`src/rtl/hdlc_rx_pkg.sv`:
```
package hdlc_rx_pkg;
  localparam int unsigned BYTE_W = 8;
  localparam int unsigned CRC_W  = 16;
  localparam logic [CRC_W-1:0] CRC_POLY_REV = 16'h8408;
  localparam logic [CRC_W-1:0] CRC_PRESET   = 16'hFFFF;
  localparam logic [CRC_W-1:0] CRC_GOOD     = 16'hF0B8;

  typedef struct packed {
    logic abort;
    logic bad_fcs;
    logic eop;
    logic first;
  } rx_tag_t;
endpackage

```
`src/rtl/hdlc_rx_bitfront.sv`:
```
module hdlc_rx_bitfront #(
  parameter int unsigned STUFF_RUN = 5
) (
  input  logic clk_i,
  input  logic rst_ni,
  input  logic bit_i,
  input  logic bit_en_i,
  input  logic run_i,
  output logic data_vld_o,
  output logic data_bit_o,
  output logic flag_o,
  output logic abort_o
);
  localparam int unsigned FLAG_RUN = STUFF_RUN + 1;
  localparam int unsigned SAT_RUN  = FLAG_RUN + 1;
  localparam int unsigned RUN_W    = $clog2(SAT_RUN + 1);

  logic [RUN_W-1:0] ones_q;
  logic strobe, stuffed;

  always_comb begin
    strobe     = run_i && bit_en_i;
    flag_o     = strobe && !bit_i && (ones_q == RUN_W'(FLAG_RUN));
    abort_o    = strobe &&  bit_i && (ones_q == RUN_W'(FLAG_RUN));
    stuffed    = strobe && !bit_i && (ones_q == RUN_W'(STUFF_RUN));
    data_vld_o = strobe && !flag_o && !abort_o && !stuffed;
    data_bit_o = bit_i;
  end

  always_ff @(posedge clk_i or negedge rst_ni) begin
    if (!rst_ni) begin
      ones_q <= '0;
    end else if (!run_i) begin
      ones_q <= '0;
    end else if (bit_en_i) begin
      if (!bit_i)                            ones_q <= '0;
      else if (ones_q != RUN_W'(SAT_RUN))    ones_q <= ones_q + 1'b1;
    end
  end


  events_exclusive_chk: assert property (@(posedge clk_i) disable iff (!rst_ni)
    $onehot0({data_vld_o, flag_o, abort_o}));
endmodule

```
`src/rtl/hdlc_rx_crc.sv`:
```
module hdlc_rx_crc
  import hdlc_rx_pkg::*;
(
  input  logic              clk_i,
  input  logic              rst_ni,
  input  logic              init_i,
  input  logic              upd_i,
  input  logic [BYTE_W-1:0] byte_i,
  output logic [CRC_W-1:0]  crc_o
);
  logic [CRC_W-1:0] crc_q, crc_nxt;

  always_comb begin
    crc_nxt = crc_q ^ {{(CRC_W-BYTE_W){1'b0}}, byte_i};
    for (int i = 0; i < BYTE_W; i++)
      crc_nxt = crc_nxt[0] ? ((crc_nxt >> 1) ^ CRC_POLY_REV) : (crc_nxt >> 1);
  end

  always_ff @(posedge clk_i or negedge rst_ni) begin
    if (!rst_ni)     crc_q <= CRC_PRESET;
    else if (init_i) crc_q <= CRC_PRESET;
    else if (upd_i)  crc_q <= crc_nxt;
  end

  assign crc_o = crc_q;
endmodule

```
`src/rtl/hdlc_rx_frame.sv`:
```
module hdlc_rx_frame
  import hdlc_rx_pkg::*;
#(
  parameter int unsigned MIN_LEN  = 4,
  parameter logic [7:0]  ALL_CALL = 8'hFF
) (
  input  logic              clk_i,
  input  logic              rst_ni,
  input  logic              bit_i,
  input  logic              bit_en_i,
  input  logic              rx_en_i,
  input  logic              run_i,
  input  logic              addr_en_i,
  input  logic [BYTE_W-1:0] addr_i,
  input  logic              transp_i,
  input  logic              d_vld_i,
  input  logic              d_bit_i,
  input  logic              flag_i,
  input  logic              abort_i,
  input  logic [CRC_W-1:0]  crc_i,
  output logic              crc_init_o,
  output logic              crc_upd_o,
  output logic [BYTE_W-1:0] crc_byte_o,
  output logic              in_pkt_o,
  output logic              wr_en_o,
  output logic [BYTE_W-1:0] wr_data_o,
  output rx_tag_t           wr_tag_o
);
  localparam int unsigned BIT_W = $clog2(BYTE_W);
  localparam int unsigned CNT_W = $clog2(MIN_LEN + 1);

  typedef enum logic {ST_HUNT, ST_FRAME} st_e;

  st_e               state_q;
  logic [BYTE_W-1:0] sr_q, sr_nxt, pend_q;
  logic [BIT_W-1:0]  bitcnt_q;
  logic [CNT_W-1:0]  nbytes_q;
  logic              pend_vld_q, pend_first_q, discard_q, rx_en_q;
  logic              last_bit, in_frame, byte_done, first_nxt, addr_ok, keep, bad_end, t_fall;
  logic              wr_en_q;
  logic [BYTE_W-1:0] wr_data_q;
  rx_tag_t           wr_tag_q;

  always_comb begin
    sr_nxt     = {(transp_i ? bit_i : d_bit_i), sr_q[BYTE_W-1:1]};
    last_bit   = bitcnt_q == BIT_W'(BYTE_W-1);
    in_frame   = state_q == ST_FRAME;
    byte_done  = !transp_i && run_i && in_frame && d_vld_i && last_bit;
    first_nxt  = nbytes_q == '0;
    addr_ok    = !addr_en_i || (sr_nxt == addr_i) || (sr_nxt == ALL_CALL);
    keep       = in_frame && pend_vld_q && !discard_q;
    bad_end    = (crc_i != CRC_GOOD) || (nbytes_q < CNT_W'(MIN_LEN)) || !last_bit;
    t_fall     = rx_en_q && !rx_en_i;
    crc_init_o = flag_i;
    crc_upd_o  = byte_done;
    crc_byte_o = sr_nxt;
    in_pkt_o   = in_frame && (nbytes_q != '0);
  end

  always_ff @(posedge clk_i or negedge rst_ni) begin
    if (!rst_ni) begin
      state_q      <= ST_HUNT;
      sr_q         <= '0;
      pend_q       <= '0;
      bitcnt_q     <= '0;
      nbytes_q     <= '0;
      pend_vld_q   <= 1'b0;
      pend_first_q <= 1'b0;
      discard_q    <= 1'b0;
      rx_en_q      <= 1'b0;
      wr_en_q      <= 1'b0;
      wr_data_q    <= '0;
      wr_tag_q     <= '0;
    end else begin
      wr_en_q <= 1'b0;
      rx_en_q <= rx_en_i;
      if (transp_i) begin
        state_q    <= ST_HUNT;
        pend_vld_q <= 1'b0;
        nbytes_q   <= '0;
        if (t_fall) begin
          bitcnt_q <= '0;
        end else if (rx_en_i && bit_en_i) begin
          sr_q     <= sr_nxt;
          bitcnt_q <= bitcnt_q + 1'b1;
          if (last_bit) begin
            wr_en_q   <= 1'b1;
            wr_data_q <= sr_nxt;
            wr_tag_q  <= '0;
          end
        end
      end else if (!run_i) begin
        state_q    <= ST_HUNT;
        pend_vld_q <= 1'b0;
        nbytes_q   <= '0;
      end else if (flag_i) begin
        if (keep) begin
          wr_en_q          <= 1'b1;
          wr_data_q        <= pend_q;
          wr_tag_q.first   <= pend_first_q;
          wr_tag_q.eop     <= 1'b1;
          wr_tag_q.bad_fcs <= bad_end;
          wr_tag_q.abort   <= 1'b0;
        end
        state_q    <= ST_FRAME;
        bitcnt_q   <= '0;
        nbytes_q   <= '0;
        pend_vld_q <= 1'b0;
        discard_q  <= 1'b0;
      end else if (abort_i) begin
        if (keep) begin
          wr_en_q          <= 1'b1;
          wr_data_q        <= pend_q;
          wr_tag_q.first   <= pend_first_q;
          wr_tag_q.eop     <= 1'b1;
          wr_tag_q.bad_fcs <= 1'b0;
          wr_tag_q.abort   <= 1'b1;
        end
        state_q    <= ST_HUNT;
        nbytes_q   <= '0;
        pend_vld_q <= 1'b0;
      end else if (d_vld_i && in_frame) begin
        sr_q     <= sr_nxt;
        bitcnt_q <= bitcnt_q + 1'b1;
        if (last_bit) begin
          if (keep) begin
            wr_en_q   <= 1'b1;
            wr_data_q <= pend_q;
            wr_tag_q  <= '{abort: 1'b0, bad_fcs: 1'b0, eop: 1'b0, first: pend_first_q};
          end
          pend_q       <= sr_nxt;
          pend_vld_q   <= 1'b1;
          pend_first_q <= first_nxt;
          if (first_nxt) discard_q <= !addr_ok;
          if (nbytes_q < CNT_W'(MIN_LEN)) nbytes_q <= nbytes_q + 1'b1;
        end
      end
    end
  end

  assign wr_en_o   = wr_en_q;
  assign wr_data_o = wr_data_q;
  assign wr_tag_o  = wr_tag_q;


  abort_ends_pkt_chk: assert property (@(posedge clk_i) disable iff (!rst_ni)
    (wr_en_q && wr_tag_q.abort) |-> wr_tag_q.eop);


  addr_match_chk: assert property (@(posedge clk_i) disable iff (!rst_ni)
    (wr_en_q && wr_tag_q.first && addr_en_i && !transp_i) |->
      ((wr_data_q == addr_i) || (wr_data_q == ALL_CALL)));


  transp_untagged_chk: assert property (@(posedge clk_i) disable iff (!rst_ni)
    (wr_en_q && transp_i && $past(transp_i)) |-> (wr_tag_q == '0));


  transp_realign_chk: assert property (@(posedge clk_i) disable iff (!rst_ni)
    (transp_i && $fell(rx_en_i)) |=> !wr_en_q);
endmodule

```
`src/rtl/hdlc_rx_filter.sv`:
```
module hdlc_rx_filter
  import hdlc_rx_pkg::*;
#(
  parameter int unsigned STUFF_RUN = 5,
  parameter int unsigned MIN_LEN   = 4,
  parameter logic [7:0]  ALL_CALL  = 8'hFF
) (
  input  logic       clk_i,
  input  logic       rst_ni,
  input  logic       bit_i,
  input  logic       bit_en_i,
  input  logic       rx_en_i,
  input  logic       addr_en_i,
  input  logic [7:0] addr_i,
  input  logic       transp_i,
  output logic       wr_en_o,
  output logic [7:0] wr_data_o,
  output logic [3:0] wr_tag_o
);
  logic              run, in_pkt;
  logic              d_vld, d_bit, flag, abort;
  logic              crc_init, crc_upd;
  logic [BYTE_W-1:0] crc_byte;
  logic [CRC_W-1:0]  crc;
  rx_tag_t           tag;

  // keep running until the packet under way is finished
  assign run = (rx_en_i || in_pkt) && !transp_i;

  hdlc_rx_bitfront #(.STUFF_RUN(STUFF_RUN)) i_front (
    .clk_i      (clk_i),
    .rst_ni     (rst_ni),
    .bit_i      (bit_i),
    .bit_en_i   (bit_en_i),
    .run_i      (run),
    .data_vld_o (d_vld),
    .data_bit_o (d_bit),
    .flag_o     (flag),
    .abort_o    (abort)
  );

  hdlc_rx_crc i_crc (
    .clk_i  (clk_i),
    .rst_ni (rst_ni),
    .init_i (crc_init),
    .upd_i  (crc_upd),
    .byte_i (crc_byte),
    .crc_o  (crc)
  );

  hdlc_rx_frame #(.MIN_LEN(MIN_LEN), .ALL_CALL(ALL_CALL)) i_frame (
    .clk_i      (clk_i),
    .rst_ni     (rst_ni),
    .bit_i      (bit_i),
    .bit_en_i   (bit_en_i),
    .rx_en_i    (rx_en_i),
    .run_i      (run),
    .addr_en_i  (addr_en_i),
    .addr_i     (addr_i),
    .transp_i   (transp_i),
    .d_vld_i    (d_vld),
    .d_bit_i    (d_bit),
    .flag_i     (flag),
    .abort_i    (abort),
    .crc_i      (crc),
    .crc_init_o (crc_init),
    .crc_upd_o  (crc_upd),
    .crc_byte_o (crc_byte),
    .in_pkt_o   (in_pkt),
    .wr_en_o    (wr_en_o),
    .wr_data_o  (wr_data_o),
    .wr_tag_o   (tag)
  );

  assign wr_tag_o = tag;


  write_after_strobe_chk: assert property (@(posedge clk_i) disable iff (!rst_ni)
    wr_en_o |-> $past(bit_en_i));
endmodule

```
`config.mk`:
```
export PLATFORM = sky130hd
export DESIGN_NAME = hdlc_rx_filter
export DESIGN_NICKNAME = d
export VERILOG_FILES = /design/src/rtl/hdlc_rx_pkg.sv /design/src/rtl/hdlc_rx_bitfront.sv /design/src/rtl/hdlc_rx_crc.sv /design/src/rtl/hdlc_rx_frame.sv /design/src/rtl/hdlc_rx_filter.sv
export SDC_FILE = /design/constraint.sdc
export NUM_CORES = 1
export LEC_CHECK = 0
export BUFFER_PORTS_ARGS = -buffer_cell sky130_fd_sc_hd__buf_2
export CORE_UTILIZATION = 64
export CTS_CLUSTER_DIAMETER = 80
export DETAILED_ROUTE_END_ITERATION = 10
export GPL_TIMING_DRIVEN = 0
export MAX_ROUTING_LAYER = met4
export PLACE_DENSITY_LB_ADDON = 0.25
export SYNTH_ARGS = -nofsm -noshare
export SYNTH_HDL_FRONTEND = slang
export SYNTH_SLANG_ARGS = --single-unit
```
`constraint.sdc`:
```
create_clock -name clk_i -period 4.4 [get_ports clk_i]
set_input_delay 0.88 -clock clk_i [delete_from_list [all_inputs] [get_ports clk_i]]
set_output_delay 0.88 -clock clk_i [all_outputs]
set_load 0.01 [all_outputs]
```
==> results of run 1 <==
[layout make-up]
class	instances	area [um2]
flip-flops and latches	58	1470
multi-input cells	214	1450
fillers	312	990
clock buffers	11	141
repair buffers	25	128
plain buffers	19	119
clock inverters	5	77.6
well taps	52	65.1
inverters	9	33.8
[layer usage]
metal  vias up  share of wire (%)  track usage (%)
li1       1097                  -                -
met5         -                  0                -
met2        47                 48             43.9
met4         0                1.8             11.8
met1      1147                 46             37.9
met3        11                4.4             7.74
[cells by family (layout without fill, tap and decap cells)]
family	count (synthesis)	after routing	share of synthesized area (%)
adder cells (fa/ha/maj)	8	8	3.26
AO/OA/AOI/OAI	61	61	13.4
flip-flops	58	58	47.9
XOR/XNOR	32	32	9.12
AND/OR/NAND/NOR	95	95	15.1
buffers and inverters	28	69	4.97
multiplexers	18	18	6.27
[cell usage in the layout, fill, tap and decap left out, drive strengths merged, types with 3 or more instances in the layout]
cell,instances
nor2,17
nand3,3
mux2,10
inv,9
nand4,4
nor2b,4
nand4b,4
ha,8
nand2,47
nor3,8
xnor2,26
o21ai,13
mux2i,8
dfstp,16
buf,43
a21oi,24
dfrtp,42
o211ai,8
xor2,6
clkbuf,12
[state kept, by name (all words and copies together), names as in the netlist, 3 cells and up]
name               cells
i_crc.crc_o           16
i_frame.pend_q         8
i_frame.wr_data_o      8
i_frame.sr_q           7
i_frame.wr_tag_o       4
i_frame.bitcnt_q       3
i_frame.nbytes_q       3
i_front.ones_q         3
[worst register-to-register path, stage by stage (launching register included)]
cell and delay, ns:
dfrtp_1 0.42, ha_1 0.23, nor2b_1 0.14, o21ai_0 0.24
a21oi_1 0.15, nor3_4 0.44, mux2_2 0.40
[report_power, final]
group / internal, mW / switching, mW / total [mW]
Combinational: 0.182 / 0.227 / 0.409
Sequential: 0.582 / 0.0276 / 0.609
Clock: 0.332 / 0.214 / 0.546
[worst max path at each step]
stage	to	slack (ns)	depth (start not counted)
global route	i_frame.sr_q[4]$_DFFE_PN0P_	2.19	6
CTS	i_frame.sr_q[4]$_DFFE_PN0P_	2.27	6
floorplan	i_frame.wr_tag_o[0]$_DFFE_PN0P_	2.31	6
detailed placement	i_crc.crc_o[13]$_DFFE_PN1P_	2.00	6
finish	i_frame.sr_q[4]$_DFFE_PN0P_	2.26	6
global placement	i_crc.crc_o[5]$_DFFE_PN1P_	2.06	6
[per-stage QoR]
step,instance area (um2),util (%)
2_1_floorplan,3070,-
4_1_cts,3480,77.8
5_1_grt,3480,77.9
3_3_place_gp,3260,72.9
3_5_place_dp,3260,72.9
6_report,3480,77.9
==> impl_metrics.tcl, run 1 <==
set metrics [dict create \
    status "complete, but fails checks" \
    violations "design-rule violations" \
    ys_seq_area_share_pct 47.9 \
    path_buf_inv 0 \
    grt_max_degree 59 \
    finalCritPeriodShare_pct 48.5 \
    post_cts_buffers 0 \
    ys_async_sr_fraction_pct 100 \
    cp_max_fo 10 \
    synth_edf_count 0 \
    holdPathEnd "i_frame.pend_q[4]$_DFFE_PN0P_" \
    overflow 0 \
    syn_avg_cell_area_um2 10.2 \
    diodes 0 \
    min_path_cells 2 \
    syn_inst 300 \
    grt_pass1_wl_mm 10.7 \
    hold-worst-slack_ns 0.475 \
    cts_tree "done" \
    drt_iter0_markers 172 \
    fin_setup_tns_ns 0 \
    crit_slowest_cell "nor3_4" \
    p_total_mw 1.56 \
    netlist.area_leader.share_pct 34.2 \
    p_per_area_mw_per_mm2 449 \
    dieHeight_um 71.3 \
    dp_hpwl_mm 4.35 \
    slew_viol_final 0 \
    r2r_setup_slack_ns 2.26 \
    clkSlewWorstSetupHoldPaths_ns 0.06 \
    place_congestion 0.856 \
    core_area_mm2 0.00447 \
    ys_ff_latch 58 \
    hp-class "reg2reg" \
    fmax_ghz 0.468 \
    arrival_ns 2.36 \
    synth-main-ff-cell "dfrtp_1" \
    clockBufferDepth 2 \
    r2r.worst_path.cells 6 \
    critPathKind "reg2reg" \
    cts_buffers 9 \
    tightest_slew_ns 0.715 \
    cp_data_required_time_ns 4.63 \
    synth_top_area_cell "dfrtp_1" \
    first_pass_iters 8 \
    io_pins 28 \
    stdcell_count 393 \
    synth_cell_types 44 \
    rsz0062_at_grt "no" \
    postCtsResizedCells 0 \
    power.leakage_nw 1.66 \
    vias_per_cell 5.86 \
    finalWorstSetupSlack_ns 2.26 \
    postCtsHoldBufs 0 \
    antenna_found_initial 0 \
    dp.cells 377 \
    layout-drive-gt1-share_pct 28.2 \
    grt_util_all_layers_pct 29.2 \
    syn2layout_area_growth_pct 13.4 \
    antenna_left 0 \
    dieArea_mm2 0.00508 \
    critPathLaunchType "register" \
    clock-sinks 58 \
    finalWirelength_mm 6.37 \
    cts_root_buffer "clkbuf_8" \
    core.rowCount 24 \
    drc 1 \
    die_x_um 71.3 \
    path_cells "ha_1 > nor2b_1 > o21ai_0 > a21oi_1 > nor3_4 > mux2_2" \
    max-cap-violations 0 \
    syn_area_mm2 0.00307 \
    timing.critical_path.from "i_front.ones_q[0]$_DFFE_PN0P_" \
    fin_nets 359 \
    worstReg2RegEnd "i_frame.sr_q[4]$_DFFE_PN0P_" \
    syn_nets 323 \
    end_kind "register" \
    cp_top_family "simple AND/OR/NAND/NOR gates" \
    fin_crit_ns 2.14 \
    min_from "i_frame.pend_q[4]$_DFFE_PN0P_" \
    ir_drop_mv 0.421 \
    ctsHtreeMaxLevel 3 \
    relSlewSlack_pct 52.3 \
    yosysMostFrequentCell "nand2_1" \
    start_util_pct 68.7 \
    setup_viol 0 \
    max_stage_delay_ns 0.44 \
    r2r-start "i_front.ones_q[0]$_DFFE_PN0P_" \
    final_hold_viol_count 0 \
    port_buffers 25 \
    finalClockSkew_ns 0.00893 \
    grt_pass1_vias 2248 \
    synth.area.top_cells "dfrtp_1 (34%), dfstp_2 (14%), xnor2_1 (7.4%)" \
    clkLatencyLatePin_ns 0.35 \
    post_drt_wl_per_cell_um 16.2 \
    ys_warn_count 0 \
    synthTopCellsByCount "nand2_1 (47), dfrtp_1 (42), xnor2_1 (26)" \
    dp_slack_ns 2.00 \
    vias 2302 \
]
Note: power is estimated with default switching activity, not from simulation.
==> run 2, diff against run 1 <==
CORE_UTILIZATION = 53   (was 64)
clock period = 1.7 ns   (was 4.4 ns; I/O delays follow)
==> run 2 against run 1 <==
The flow finishes with violations (negative setup slack); sequential power grew to 2.6 times the previous value; global-route usage shrank 2.5 points; design area grew 14%; clock skew grew 0.0054 ns; first-iteration DRC count shrank 9.9%; register-to-register slack lost 2.4 ns; combinational power grew to 2.9 times the previous value; setup slack lost 2.4 ns; clock power grew 100%; utilization shrank 5.9 points; total power grew 150%; die area grew 20%.
==> impl_metrics.tcl, run 2 (same netlist as run 1, synthesis figures left out) <==
set metrics [dict create \
    fmax_ghz 0.538 \
    io_pins 28 \
    syn2layout_area_growth_pct 29.8 \
    finalCritPeriodShare_pct 109 \
    seqCellArea_mm2 0.00147 \
    vias_per_cell 5.63 \
    largest_reg_flops 16 \
    finalInstanceArea_mm2 0.00399 \
    max_stage_delay_ns 0.44 \
    dieArea_mm2 0.00611 \
    grt_util_all_layers_pct 26.6 \
    clkSlewWorstSetupHoldPaths_ns 0.07 \
    drt_iter0_markers 155 \
    port_buffers 25 \
    status "complete, but fails checks" \
    diodes 0 \
    num-fill-cells 400 \
    start_util_pct 55.5 \
    multi_input_area_mm2 0.00173 \
    hp-class "in2async" \
    clockBufferDepth 2 \
    grt_pass1_vias 2340 \
    place_congestion 0.886 \
    p_per_area_mw_per_mm2 974 \
    cts_root_buffer "clkbuf_8" \
    cp_data_required_time_ns 1.97 \
    finalClockSkew_ns 0.0144 \
    drc 0 \
    clkLatencyLatePin_ns 0.35 \
    slew_viol_final 0 \
    dieHeight_um 78.1 \
    ir_drop_mv 0.733 \
    cts_tree "done" \
    core_area_mm2 0.00554 \
    violations "negative setup slack" \
    mostFrequentLayoutCell "dfrtp_1" \
    finalWirelength_mm 7.68 \
    antenna_found_initial 0 \
    vias 2460 \
    core.rowCount 27 \
    cp_max_fo 5 \
    final_hold_viol_count 0 \
    power.leakage_nw 1.84 \
    first_pass_iters 4 \
    cts_buffers 9 \
    arrival_ns 2.13 \
    dp_hpwl_mm 4.55 \
    fin_nets 383 \
    clock-sinks 58 \
    crit_slowest_cell "or3_4" \
    antenna_left 0 \
    placed_cell_area_mm2 0.00334 \
    post_drt_wl_per_cell_um 17.6 \
    relSlewSlack_pct 47.2 \
    ctsHtreeMaxLevel 3 \
    p_total_mw 3.88 \
    max-cap-violations 0 \
    mostFrequentLayoutCells "dfrtp_1 (42), nand2_1 (38), buf_2 (34), xnor2_1 (26), buf_4 (19)" \
    setup_viol 40 \
    die_x_um 78.1 \
    fin_crit_ns 1.86 \
    grt_pass1_wl_mm 11.8 \
    hold-worst-slack_ns 0.0419 \
    layout-drive-gt1-share_pct 44.1 \
    tightest_slew_ns 0.791 \
    overflow 0 \
    critPathLaunchType "register" \
    postCtsHoldBufs 0 \
    finalWorstSetupSlack_ns -0.160 \
    critPathKind "reg2reg" \
    path_cells "inv_1 > ha_2 > nor2b_4 > o21a_4 > or3_4 > clkbuf_16 > o211ai_2" \
    end_kind "register" \
    rsz0062_at_grt "yes" \
    grt_max_degree 59 \
]
-- run 2: cell count changes in the layout (fill, tap and decap cells not counted), sizes merged --
| cell | before | now |
|---|---|---|
| buf | 43 | 65 |
| bufinv | 2 | 0 |
| clkbuf | 12 | 11 |
| clkinv | 2 | 4 |
| clkinvlp | 1 | 3 |
| or3 | 2 | 3 |
-- run 2: what timing repair did --
action,4_1_cts,5_1_grt
pin swaps,4,18
buffers inserted,11,11
resized for setup,25,41
endpoints found under the hold margin,0,0
gates cloned,1,2
setup endpoints to repair,53,51
-- run 2: layer usage --
layer | GRT usage, % | wire length (um)
met1 | 33.6 | 3250
met2 | 41.6 | 3880
met3 | 7.67 | 461
met4 | 8.33 | 91
met5 | - | 0
-- run 2: worst max-delay path: cells and delay by family, from the launching register on --
family                   cells  cell delay (ns)
buffers and inverters        2             0.26
AND/OR/NAND/NOR              2             0.57
adder cells (fa/ha/maj)      1             0.17
AO/OA/AOI/OAI                2             0.36
flip-flops                   1             0.43
-- run 2: area by class of cell --
type / instances / share of cell area [%]
Clock buffer: 9 / 3.11
Multi-Input combinational cell: 215 / 43.5
Timing Repair Buffer: 49 / 8.94
Buffer: 18 / 3.33
Clock inverter: 7 / 1.16
Tap cell: 72 / 2.26
Inverter: 9 / 0.847
Sequential cell: 58 / 36.9
-- run 2: per-stage QoR --
| stage | setup WS [ns] | util [%] | cells | setup TNS, ns |
|---|---|---|---|---|
| finish | -0.160 | 72.0 | 437 | -4.25 |
| global route | -0.194 | 72.0 | 437 | -6.60 |
| CTS | -0.118 | 66.9 | 424 | -2.58 |
| detailed placement | -0.291 | 60.3 | 397 | -10.24 |
| global placement | -0.248 | 60.3 | 397 | -9.16 |
| floorplan | -0.0691 | - | 300 | -0.934 |
-- run 2: where the power goes --
part / total (mW) / switching [mW] / internal [mW]
Sequential: 1.58 / 0.0785 / 1.51
Combinational: 1.20 / 0.649 / 0.555
Clock: 1.10 / 0.575 / 0.520
-- run 2: final timing paths --
path	slack (ns)	depth (start not counted)	to	start
setup / recovery	-0.16	7	i_crc.crc_o[15]$_DFFE_PN1P_	i_front.ones_q[1]$_DFFE_PN0P_
hold / removal	0.04	1	i_front.ones_q[2]$_DFFE_PN0P_	rst_ni
setup reg to reg	-0.16	7	i_crc.crc_o[15]$_DFFE_PN1P_	i_front.ones_q[1]$_DFFE_PN0P_
hold reg to reg	0.48	2	i_frame.pend_q[2]$_DFFE_PN0P_	i_frame.pend_q[2]$_DFFE_PN0P_
max in group asynchronous	1.16	1	i_frame.wr_tag_o[0]$_DFFE_PN0P_	rst_ni
min in group clk_i	0.20	1	i_frame.rx_en_q$_DFF_PN0_	rx_en_i
